<file path="src/rtl/kbd_pkg.sv">
package kbd_pkg;
  // What a looked-up key code does to the key state
  typedef enum logic [1:0] {
    ACT_NONE    = 2'd0,
    ACT_MATRIX  = 2'd1,
    ACT_SPECIAL = 2'd2
  } key_act_e;
endpackage

</file>
<file path="src/rtl/kbd_tick.sv">
module kbd_tick #(
  parameter int TICK_DIV = 1562500
) (
  input  logic clk,
  input  logic rst_n,
  output logic tick_o
);
  localparam int CW = (TICK_DIV > 1) ? $clog2(TICK_DIV) : 1;
  localparam logic [CW-1:0] LAST = CW'(TICK_DIV - 1);

  logic [CW-1:0] cnt_q, cnt_d;

  assign tick_o = (cnt_q == LAST);

  always_comb begin
    cnt_d = tick_o ? '0 : cnt_q + 1'b1;
  end

  always_ff @(posedge clk or negedge rst_n) begin
    if (!rst_n) cnt_q <= '0;
    else        cnt_q <= cnt_d;
  end

  generate
    if (TICK_DIV > 1) begin : g_pulse_chk

      tick_single_chk: assert property (@(posedge clk) disable iff (!rst_n)
        tick_o |=> !tick_o);
    end
  endgenerate
endmodule

</file>
<file path="src/rtl/kbd_evq.sv">
module kbd_evq #(
  parameter int DEPTH  = 16,
  parameter int CODE_W = 8
) (
  input  logic              clk,
  input  logic              rst_n,
  input  logic              push_i,
  input  logic [CODE_W-1:0] code_i,
  input  logic              pop_i,
  output logic [CODE_W-1:0] head_o,
  output logic              empty_o,
  output logic              full_o,
  output logic              ovf_o
);
  localparam int AW = $clog2(DEPTH);
  localparam logic [AW:0] FULL_CNT = (AW+1)'(DEPTH);

  logic [CODE_W-1:0] mem [DEPTH];
  logic [AW-1:0] wr_q, wr_d, rd_q, rd_d;
  logic [AW:0]   cnt_q, cnt_d;
  logic          ovf_q, ovf_d;
  logic          push_ok, pop_ok;

  assign empty_o = (cnt_q == '0);
  assign full_o  = (cnt_q == FULL_CNT);
  assign head_o  = mem[rd_q];
  assign ovf_o   = ovf_q;
  assign push_ok = push_i && !full_o;
  assign pop_ok  = pop_i && !empty_o;

  always_comb begin
    wr_d  = push_ok ? wr_q + 1'b1 : wr_q;
    rd_d  = pop_ok  ? rd_q + 1'b1 : rd_q;
    cnt_d = cnt_q;
    if (push_ok && !pop_ok)      cnt_d = cnt_q + 1'b1;
    else if (!push_ok && pop_ok) cnt_d = cnt_q - 1'b1;
    ovf_d = ovf_q || (push_i && full_o);
  end

  always_ff @(posedge clk or negedge rst_n) begin
    if (!rst_n) begin
      wr_q  <= '0;
      rd_q  <= '0;
      cnt_q <= '0;
      ovf_q <= 1'b0;
    end else begin
      wr_q  <= wr_d;
      rd_q  <= rd_d;
      cnt_q <= cnt_d;
      ovf_q <= ovf_d;
    end
  end

  always_ff @(posedge clk) begin
    if (push_ok) mem[wr_q] <= code_i;
  end


  drop_flag_chk: assert property (@(posedge clk) disable iff (!rst_n)
    (push_i && full_o) |=> ovf_o);

  ovf_sticky_chk: assert property (@(posedge clk) disable iff (!rst_n)
    ovf_o |=> ovf_o);

  push_fill_chk: assert property (@(posedge clk) disable iff (!rst_n)
    (push_i && !full_o && !pop_i) |=> !empty_o);
endmodule

</file>
<file path="src/rtl/kbd_keymap.sv">
module kbd_keymap
  import kbd_pkg::*;
#(
  parameter int IDX_W     = 7,
  parameter int ROW_W     = 3,
  parameter int COL_W     = 4,
  parameter int N_SENSE   = 7,
  parameter int N_STROBE  = 11,
  parameter int N_SPECIAL = 5
) (
  input  logic                   clk,
  input  logic                   rst_n,
  input  logic                   we_i,
  input  logic [IDX_W-1:0]       waddr_i,
  input  logic [ROW_W+COL_W:0]   wdata_i,
  input  logic [IDX_W-1:0]       lk_idx_i,
  output key_act_e               act_o,
  output logic [ROW_W-1:0]       row_o,
  output logic [COL_W-1:0]       col_o
);
  localparam int N_ENT = 1 << IDX_W;
  localparam int DW    = ROW_W + COL_W;
  localparam logic [ROW_W-1:0] SPEC_ROW = ROW_W'(N_SENSE);
  localparam logic [COL_W:0]   STR_LIM  = (COL_W+1)'(N_STROBE);
  localparam logic [COL_W:0]   SPC_LIM  = (COL_W+1)'(N_SPECIAL);

  logic [DW-1:0]    mem [N_ENT];
  logic [N_ENT-1:0] vld_q, vld_d;
  logic [DW-1:0]    ent;

  always_comb begin
    vld_d = vld_q;
    if (we_i) vld_d[waddr_i] = wdata_i[DW];
  end

  always_ff @(posedge clk or negedge rst_n) begin
    if (!rst_n) vld_q <= '0;
    else        vld_q <= vld_d;
  end

  always_ff @(posedge clk) begin
    if (we_i) mem[waddr_i] <= wdata_i[DW-1:0];
  end

  assign ent   = mem[lk_idx_i];
  assign row_o = ent[COL_W +: ROW_W];
  assign col_o = ent[COL_W-1:0];

  always_comb begin
    act_o = ACT_NONE;
    if (vld_q[lk_idx_i]) begin
      if (row_o == SPEC_ROW) begin
        if ({1'b0, col_o} < SPC_LIM) act_o = ACT_SPECIAL;
      end else if (row_o < SPEC_ROW) begin
        if ({1'b0, col_o} < STR_LIM) act_o = ACT_MATRIX;
      end
    end
  end
endmodule

</file>
<file path="src/rtl/kbd_keystate.sv">
module kbd_keystate
  import kbd_pkg::*;
#(
  parameter int ROW_W     = 3,
  parameter int COL_W     = 4,
  parameter int N_SENSE   = 7,
  parameter int N_STROBE  = 11,
  parameter int N_SPECIAL = 5
) (
  input  logic                 clk,
  input  logic                 rst_n,
  input  logic                 apply_i,
  input  key_act_e             act_i,
  input  logic [ROW_W-1:0]     row_i,
  input  logic [COL_W-1:0]     col_i,
  input  logic                 press_i,
  input  logic                 clr_i,
  input  logic [N_STROBE-1:0]  strobe_i,
  input  logic [N_SPECIAL-1:0] gpio_inv_i,
  output logic [N_SENSE-1:0]   sense_o,
  output logic [N_SPECIAL-1:0] gpio_o
);
  logic [N_SENSE-1:0][N_STROBE-1:0] rows_q, rows_d;
  logic [N_SPECIAL-1:0]             spec_q, spec_d;

  always_comb begin
    rows_d = rows_q;
    spec_d = spec_q;
    if (clr_i) begin
      rows_d = '0;
    end else if (apply_i) begin
      for (int r = 0; r < N_SENSE; r++)
        for (int c = 0; c < N_STROBE; c++)
          if (act_i == ACT_MATRIX && row_i == ROW_W'(r) && col_i == COL_W'(c))
            rows_d[r][c] = press_i;
      for (int s = 0; s < N_SPECIAL; s++)
        if (act_i == ACT_SPECIAL && col_i == COL_W'(s))
          spec_d[s] = press_i;
    end
  end

  always_ff @(posedge clk or negedge rst_n) begin
    if (!rst_n) begin
      rows_q <= '0;
      spec_q <= '0;
    end else begin
      rows_q <= rows_d;
      spec_q <= spec_d;
    end
  end

  generate
    for (genvar g = 0; g < N_SENSE; g++) begin : g_sense
      assign sense_o[g] = |(rows_q[g] & strobe_i);
    end
  endgenerate

  assign gpio_o = spec_q ^ gpio_inv_i;


  clear_sense_chk: assert property (@(posedge clk) disable iff (!rst_n)
    clr_i |=> (sense_o == '0));

  clear_keeps_gpio_chk: assert property (@(posedge clk) disable iff (!rst_n)
    (clr_i && !apply_i) |=> (!$stable(gpio_inv_i) || $stable(gpio_o)));

  idle_sense_chk: assert property (@(posedge clk) disable iff (!rst_n)
    (!apply_i && !clr_i) |=> (!$stable(strobe_i) || $stable(sense_o)));
endmodule

</file>
<file path="src/rtl/kbd_matrix_emu.sv">
module kbd_matrix_emu
  import kbd_pkg::*;
#(
  parameter int N_STROBE   = 11,
  parameter int N_SENSE    = 7,
  parameter int N_SPECIAL  = 5,
  parameter int FIFO_DEPTH = 16,
  parameter int TICK_DIV   = 1562500,
  parameter int CODE_W     = 8,
  localparam int COL_W     = $clog2(N_STROBE),
  localparam int ROW_W     = $clog2(N_SENSE + 1),
  localparam int ENT_W     = ROW_W + COL_W + 1,
  localparam int IDX_W     = CODE_W - 1
) (
  input  logic                 clk,
  input  logic                 rst_n,
  input  logic                 ev_valid_i,
  input  logic [CODE_W-1:0]    ev_code_i,
  input  logic                 map_we_i,
  input  logic [IDX_W-1:0]     map_addr_i,
  input  logic [ENT_W-1:0]     map_wdata_i,
  input  logic [N_STROBE-1:0]  strobe_i,
  input  logic                 release_all_i,
  input  logic [N_SPECIAL-1:0] gpio_inv_i,
  output logic [N_SENSE-1:0]   sense_o,
  output logic [N_SPECIAL-1:0] gpio_o,
  output logic                 overflow_o
);
  logic              rs_meta_q, rs_q;
  logic              tick, pop, empty, full;
  logic [CODE_W-1:0] head;
  key_act_e          act;
  logic [ROW_W-1:0]  row;
  logic [COL_W-1:0]  col;

  // reset: asserted asynchronously, released on the second clock edge
  always_ff @(posedge clk or negedge rst_n) begin
    if (!rst_n) begin
      rs_meta_q <= 1'b0;
      rs_q      <= 1'b0;
    end else begin
      rs_meta_q <= 1'b1;
      rs_q      <= rs_meta_q;
    end
  end

  assign pop = tick && !empty && !release_all_i;

  kbd_tick #(.TICK_DIV(TICK_DIV)) u_tick (
    .clk(clk), .rst_n(rs_q), .tick_o(tick)
  );

  kbd_evq #(.DEPTH(FIFO_DEPTH), .CODE_W(CODE_W)) u_evq (
    .clk(clk), .rst_n(rs_q), .push_i(ev_valid_i), .code_i(ev_code_i),
    .pop_i(pop), .head_o(head), .empty_o(empty), .full_o(full),
    .ovf_o(overflow_o)
  );

  kbd_keymap #(
    .IDX_W(IDX_W), .ROW_W(ROW_W), .COL_W(COL_W), .N_SENSE(N_SENSE),
    .N_STROBE(N_STROBE), .N_SPECIAL(N_SPECIAL)
  ) u_map (
    .clk(clk), .rst_n(rs_q), .we_i(map_we_i), .waddr_i(map_addr_i),
    .wdata_i(map_wdata_i), .lk_idx_i(head[IDX_W-1:0]),
    .act_o(act), .row_o(row), .col_o(col)
  );

  kbd_keystate #(
    .ROW_W(ROW_W), .COL_W(COL_W), .N_SENSE(N_SENSE),
    .N_STROBE(N_STROBE), .N_SPECIAL(N_SPECIAL)
  ) u_keys (
    .clk(clk), .rst_n(rs_q), .apply_i(pop), .act_i(act), .row_i(row),
    .col_i(col), .press_i(!head[CODE_W-1]), .clr_i(release_all_i),
    .strobe_i(strobe_i), .gpio_inv_i(gpio_inv_i), .sense_o(sense_o),
    .gpio_o(gpio_o)
  );


  reset_quiet_chk: assert property (@(posedge clk) !rs_q |-> (sense_o == '0 && !overflow_o));

  release_no_pop_chk: assert property (@(posedge clk) disable iff (!rs_q)
    (release_all_i && !ev_valid_i && !empty) |=> !empty);
endmodule

</file>
<file path="config.mk">
export PLATFORM = sky130hd
export DESIGN_NAME = kbd_matrix_emu
export DESIGN_NICKNAME = d
export VERILOG_FILES = /design/src/rtl/kbd_pkg.sv /design/src/rtl/kbd_tick.sv /design/src/rtl/kbd_evq.sv /design/src/rtl/kbd_keymap.sv /design/src/rtl/kbd_keystate.sv /design/src/rtl/kbd_matrix_emu.sv
export SDC_FILE = /design/constraint.sdc
export NUM_CORES = 2
export LEC_CHECK = 0
export ABC_CLOCK_PERIOD_IN_PS = 8450
export BUFFER_PORTS_ARGS = -buffer_cell sky130_fd_sc_hd__buf_2
export CAP_MARGIN = 40
export CELL_PAD_IN_SITES_DETAIL_PLACEMENT = 1
export CELL_PAD_IN_SITES_GLOBAL_PLACEMENT = 1
export CORE_MARGIN = 2
export CORE_UTILIZATION = 54
export DETAILED_ROUTE_END_ITERATION = 6
export GPL_TIMING_DRIVEN = 0
export HOLD_SLACK_MARGIN = 0.03
export PLACE_DENSITY_LB_ADDON = 0.1
export REMOVE_ABC_BUFFERS = 1
export SLEW_MARGIN = 0
export SYNTH_ARGS = -nofsm -noshare
export SYNTH_HDL_FRONTEND = slang
export SYNTH_SLANG_ARGS = --single-unit
</file>
<file path="constraint.sdc">
create_clock -name clk -period 8.45 [get_ports clk]
set_input_delay 1.2675 -clock clk [delete_from_list [all_inputs] [get_ports clk]]
set_output_delay 1.2675 -clock clk [all_outputs]
set_load 0.01 [all_outputs]
</file>
Yosys cells after proc, flatten, opt, wreduce, memory -nomap -nowiden
Memories as Yosys holds them, arrays and structs flattened. Cells that the tools add are included.

Logic and storage cells: 504. Memories: 2. Output and inout bits: 13. Input port bits: 44. Memory bits (writable): 1024. Register bits after elaboration: 247.

Equal/unequal tests: 21. Add/subtract/negate cells: 5. Bitwise operators: 9. Mux-type cells: 96. $lt $le $gt $ge: 6. Reduce and logical (&&, ||, !) cells: 275.

Memory list: u_map.mem (words 128, bits a word 7, rd ports 1, clocked after memory_dff 0, wr ports 1, line kbd_keymap.sv:27) `logic [DW-1:0] mem [N_ENT];`; u_evq.mem (words 16, bits a word 8, rd ports 1, clocked after memory_dff 0, wr ports 1, line kbd_evq.sv:18) `logic [CODE_W-1:0] mem [DEPTH];`.

Operator list (number): 2-bit nonzero test (79); 77-bit two-way mux (2); 2-bit AND reduction (77); 128-bit bitwise mux (1); 1-bit logical AND (97); 1-bit two-way mux (84); 11-bit AND (7); 11-bit OR reduction (7); 21-bit by 1-bit adder with 21-bit output (second input constant) (1); 21-bit equality test (second input constant) (1); 21-bit two-way mux (1); 4-bit by 3-bit equality test with 1-bit output (second input constant) (4); 7-bit by 8-bit < comparator with 1-bit output (second input constant) (2); 3-bit AND reduction (5); 3-bit equality test (second input constant) (4); 4-bit equality test (second input constant) (3); 5-bit two-way mux (2); 4-bit by 1-bit adder with 4-bit output (second input constant) (2); 4-bit by 2-bit equality test with 1-bit output (second input constant) (2); 2-bit two-way mux (4); 1-bit binary-select mux with 7-bit select (1); 1-bit demux with 7-bit select (1); 7-bit by 1-bit >= comparator with 1-bit output (second input constant) (1); 3-bit by 2-bit equality test with 1-bit output (second input constant) (2); other kinds (17) (22).

Depth between registers and ports, before layout
An unclocked memory read counts as a cell.

Depth in word-level cells: 13. Depth in mapped cells: 20. Depth with buffers taken out: 13.

Hierarchy
From an unflattened synthesis, not the netlist that was laid out.

Cell total of the unflattened synthesis: 3014. Area, all modules: 52509.1 sq um.

Modules (own cells, without submodules): kbd_keymap (instances 1, area an instance 41278.3 sq um, cells an instance 2121); kbd_evq (instances 1, area an instance 5806.8 sq um, cells an instance 324); kbd_keystate (instances 1, area an instance 4331.7 sq um, cells an instance 461); kbd_tick (instances 1, area an instance 1022.2 sq um, cells an instance 103); kbd_matrix_emu (instances 1, area an instance 70.1 sq um, cells an instance 5).

Worst setup path after synthesis
OpenSTA, ideal clock, no wires.

Kind: register to register. From: reg u_evq.rd_q[1]. To: reg u_keys.spec_q[1]. Setup time: 128 ps. Slack: 3997 ps. Data arrival time: 4325 ps. Required time: 8322 ps. Stages on the path, launching flop included: 18. Path through: dfrtp_1 -> buf_6 -> buf_6 -> mux4_2 -> mux4_2 -> or2_1 -> buf_4 -> buf_6 -> buf_2 -> a211oi_1 -> nor4_1 -> o22ai_1 -> nor3_1 -> o21ai_0 -> nor2_2 -> nor4b_4 -> and3b_1 -> mux2_1.

Longest elaborated chain between the ends: 10. Elaborated cells on any way between the ends: 18.

RTL lines: start, declared (line kbd_evq.sv:19) `logic [AW-1:0] wr_q, wr_d, rd_q, rd_d;`; start signal, assigned (line kbd_evq.sv:48) `rd_q <= rd_d;`; memory 16 x 8 bit *; memory 128 x 7 bit; 4-bit < comparator (line kbd_keymap.sv:55) `if ({1'b0, col_o} < STR_LIM) act_o = ACT_MATRIX;`; 1-bit two-way mux (line kbd_keymap.sv:55); 2-bit two-way mux (line kbd_keymap.sv:54) `end else if (row_o < SPEC_ROW) begin`; 2-bit two-way mux (line kbd_keymap.sv:52) `if (row_o == SPEC_ROW) begin`; 2-bit two-way mux (line kbd_keymap.sv:51) `if (vld_q[lk_idx_i]) begin`; 2-bit equality test (line kbd_keystate.sv:37) `if (act_i == ACT_SPECIAL && col_i == COL_W'(s))`; 1-bit logical AND (line kbd_keystate.sv:37); 3-bit AND reduction (no line); end signal, assigned (line kbd_keystate.sv:48) `spec_q <= spec_d;`; end, declared (line kbd_keystate.sv:24) `logic [N_SPECIAL-1:0] spec_q, spec_d;`.

Mark *: on every way between the ends. The rest lies on a longest branch, timed or not. The select of a mux whose other input is x is not followed. A chain may end at the register's enable or synchronous reset.

Final worst setup path
From: reg u_evq.rd_q[1]. To: reg u_keys.rows_q[65] in the netlist's numbering.

Longest elaborated chain between the ends: 12. Elaborated cells on any way between the ends: 24.

RTL lines: memory 16 x 8 bit *; memory 128 x 7 bit; 4-bit < comparator (line kbd_keymap.sv:55); 1-bit two-way mux (line kbd_keymap.sv:55); 2-bit two-way mux (line kbd_keymap.sv:54); 2-bit two-way mux (line kbd_keymap.sv:52); 2-bit two-way mux (line kbd_keymap.sv:51); 2-bit by 1-bit equality test with 1-bit output (line kbd_keystate.sv:34) `if (act_i == ACT_MATRIX && row_i == ROW_W'(r) && col_i == COL_W'(c))`; 1-bit logical AND (2 in a row) (line kbd_keystate.sv:34); 2-bit nonzero test (no line); 2-bit AND reduction (no line); end signal, assigned (line kbd_keystate.sv:47) `rows_q <= rows_d;`; end, declared (line kbd_keystate.sv:23) `logic [N_SENSE-1:0][N_STROBE-1:0] rows_q, rows_d;`.

Marks and branches as above.

==> run summary <==
outcome: finished, violations left
violated checks: design-rule violations
most frequent cell after synthesis: edfxtp_1
# nets final: 3,805
Area contributors post-synth: edfxtp_1 58%, dfrtp_1 12%, mux2i_1 3.5%, a211oi_1 3.1%, mux2_2 3.0%
Worst Reg-to-Reg Cells: 16
vias in the first global route: 36,800
clock share of power: 0.378
post-CTS resize count: 0
largest net degree at the start of global routing: 119
most common library cells after synthesis: 1,024 x edfxtp_1, 338 x nand2_1, 247 x dfrtp_1
total number of vias: 34,900
Placed Cells: 4,884
crit end category: register
# H-tree levels: 4
Initial DRC Count: 4,127
minimum clock period: 7.96 ns
die height: 318 um
Post-Layout Cell Count: 5,153
Placement Rows: 115
post-synth top area share: 0.578
CTS tree: yes
Slew @ Worst Pin: 1.02 ns
Relative slew margins: 0.300
post-synthesis sequential area ratio: 0.694
DR pass1 iterations: 7
post-route ant nets: 0
Synth Flop Type: edfxtp_1
CP Cell Sequence: buf_16 > mux4_2 > a22oi_2 > buf_8 > buf_8 > nand2_8 > buf_16 > a211oi_1 > o32ai_1 > a311o_1 > a2111oi_0 > nand3_1 > a21oi_1 > nor4b_4 > a21oi_1 > a211oi_1
Syn. warnings: 0
Internal Power: 11.3 mW
syn_area_per_cell: 14.7 um2
Sw Pwr: 4.50 mW
final period utilization: 0.942
Skew-Pair Late Insertion Delay: 0.76 ns
Clock Skew: 0.0273 ns
critical path data required time: 9.07 ns
Largest stage delay, worst path: 0.80 ns
CTS sink cnt: 1,271
maximum buffer depth of the clock tree: 3
first-pass GRT wire length: 251,000 um
die area: 0.101 mm2
largest area contributor in the netlist: edfxtp_1
Layout area overhead: 14.6%
Max Freq: 126 MHz
Synth Cell Area: 0.0532 mm2
Max Cap Viol: 0
min-delay worst type: register to async pin
DR DRC count: 1
Max VDD drop: 0.229 mV
final wirelength: 171,000 um
# setup viols final: 0
detail-routed via count per cell: 6.78
pwr dens: 260 mW/mm2
hold_buf cts: 0
Distinct cells, synth: 92
routed len/inst: 33.1 um
starting density of the core: 0.543
Post-CTS Setup Inserts: 0
Total Routing Usage GR: 0.338
critical path type: register to register
DP HPWL: 109,000 um
combinational cell fraction of total power: 0.178
Power Total: 15.8 mW
worst path arrival time: 8.58 ns
Slowest cell on crit path: a22oi_2
initial antenna violation count: 8
fin util: 0.622
cells after synthesis: 3,628
FFs w/ async S/R, synth: 0.194
Startpoint Class: register
io pins: 57
CTS Root Cell: clkbuf_16
IO Port Bufs: 56
Final Hold Vio Count: 0
Switching Share: 0.284
Max Slew Vio Count: 0
GRT overflow: 0
RSZ-0062 raised after global routing: false
Pleak: 21.8 nW
#FFs+latches synth: 1,271
Core Box Area: 0.0980 mm2
share of layout cells above drive strength 1: 0.182
Horiz. Die Dim: 318 um
Post-synth EDFFs: 1,024
crit path max fanout: 111
sequential power share: 0.444
clock slew at reported path FFs: 0.06 ns
CTS buffer count: 137
GPL Wtd Cong: 0.862
power groups by stage:
stage | clock network [mW] | registers [mW] | logic (mW)
2_1_floorplan | 0 | 7.14 | 1.42
3_3_place_gp | 0 | 7.17 | 2.44
3_5_place_dp | 0 | 7.15 | 2.73
4_1_cts | 6.04 | 7.03 | 2.76
5_1_grt | 6.27 | 7.04 | 2.93
6_report | 5.99 | 7.03 | 2.81
through the flow:
| step | hold WS (ns) | area (um2) | setup TNS (ns) | setup WS, ns |
|---|---|---|---|---|
| 6_report | 0.263 | 60900 | 0 | 0.491 |
| 5_1_grt | 0.261 | 60900 | 0 | 0.210 |
| 4_1_cts | 0.248 | 60800 | 0 | 0.396 |
| 3_5_place_dp | 0.277 | 56400 | 0 | 0.590 |
| 3_3_place_gp | 0.338 | 53900 | -1608.87 | -13.23 |
| 2_1_floorplan | 0.331 | 52000 | -212.45 | -2.84 |
registers in the layout (all words and copies together), names as in the netlist:
signal and flops:
u_map.mem 896, u_evq.mem 128, u_map.vld_q 128, u_keys.rows_q 77
u_tick.cnt_q 21, u_evq.cnt_q 5, u_keys.spec_q 5, u_evq.rd_q 4
u_evq.wr_q 4, rs_meta_q 1, rs_q 1, u_evq.ovf_o 1
metal layers:
| layer | wire, um | global-route usage |
|---|---|---|
| met4 | 7290 | 0.148 |
| met5 | 32 | 0 |
| met3 | 14200 | 0.0629 |
| met2 | 81500 | 0.539 |
| met1 | 67600 | 0.459 |
final cells by class:
cell class	count	area [um2]
Antenna cell	3	7.51
Clock buffer	195	3870
Clock inverter	57	568
Fill cell	8756	37100
Inverter	14	52.6
Multi-Input combinational cell	2081	15100
Sequential cell	1271	36900
Tap cell	1287	1610
Timing Repair Buffer	245	2740
cell usage in the layout, fill, tap and decap left out, drive strengths merged, types with 14 or more instances in the layout:
cell type / synthesis / layout
nor2b: 38 / 38
o22a: 42 / 42
nor3: 60 / 60
mux2i: 187 / 187
xnor2: 21 / 21
nor2: 180 / 180
nand3: 65 / 65
dfrtp: 247 / 247
and3: 144 / 144
a31oi: 15 / 15
a32oi: 91 / 91
nand2: 340 / 340
o21ba: 14 / 14
clkbuf: 138 / 197
nand2b: 20 / 20
mux2: 144 / 144
o22ai: 17 / 17
clkinv: 0 / 40
a211oi: 236 / 236
nor4: 46 / 46
nand4: 15 / 15
mux4: 46 / 46
a22oi: 19 / 19
a221oi: 14 / 14
edfxtp: 1024 / 1024
buf: 124 / 238
inv: 14 / 18
a21oi: 152 / 152
a22o: 16 / 16
worst max-delay path: cells and delay by family, from the launching register on:
kind | cells | cell delay [ns]
buffers and inverters | 4 | 1.11
DFF | 1 | 0.76
and+or+nand+nor | 3 | 1.56
AOI/OAI and AO/OA | 8 | 3.50
muxes | 1 | 0.57
cells by family after synthesis:
kind of cell	synth area share
other	0.0000705
and+or+nand+nor	0.0899
muxes	0.0852
DFF	0.694
xor gates and xnor gates	0.00543
adders and majority gates	0.00273
AOI/OAI and AO/OA	0.0984
buffers and inverters	0.0239
final timing paths:
kind                                           startpoint                            end  slack [ns]
worst max-delay path            u_evq.rd_q[1]$_DFFE_PN0P_  u_keys.rows_q[65]$_DFFE_PN0P_        0.49
worst min-delay path                       rs_q$_DFF_PN0_      u_evq.wr_q[2]$_DFFE_PN0P_        0.26
worst max register to register  u_evq.rd_q[1]$_DFFE_PN0P_  u_keys.rows_q[65]$_DFFE_PN0P_        0.49
worst min register to register             rs_q$_DFF_PN0_      u_evq.wr_q[2]$_DFFE_PN0P_        0.26
max in group asynchronous                  rs_q$_DFF_PN0_   u_map.vld_q[117]$_DFFE_PN0P_        7.09
min in group clk                      rs_meta_q$_DFF_PN0_                 rs_q$_DFF_PN0_        0.36
Note: power is estimated with default switching activity, not from simulation.
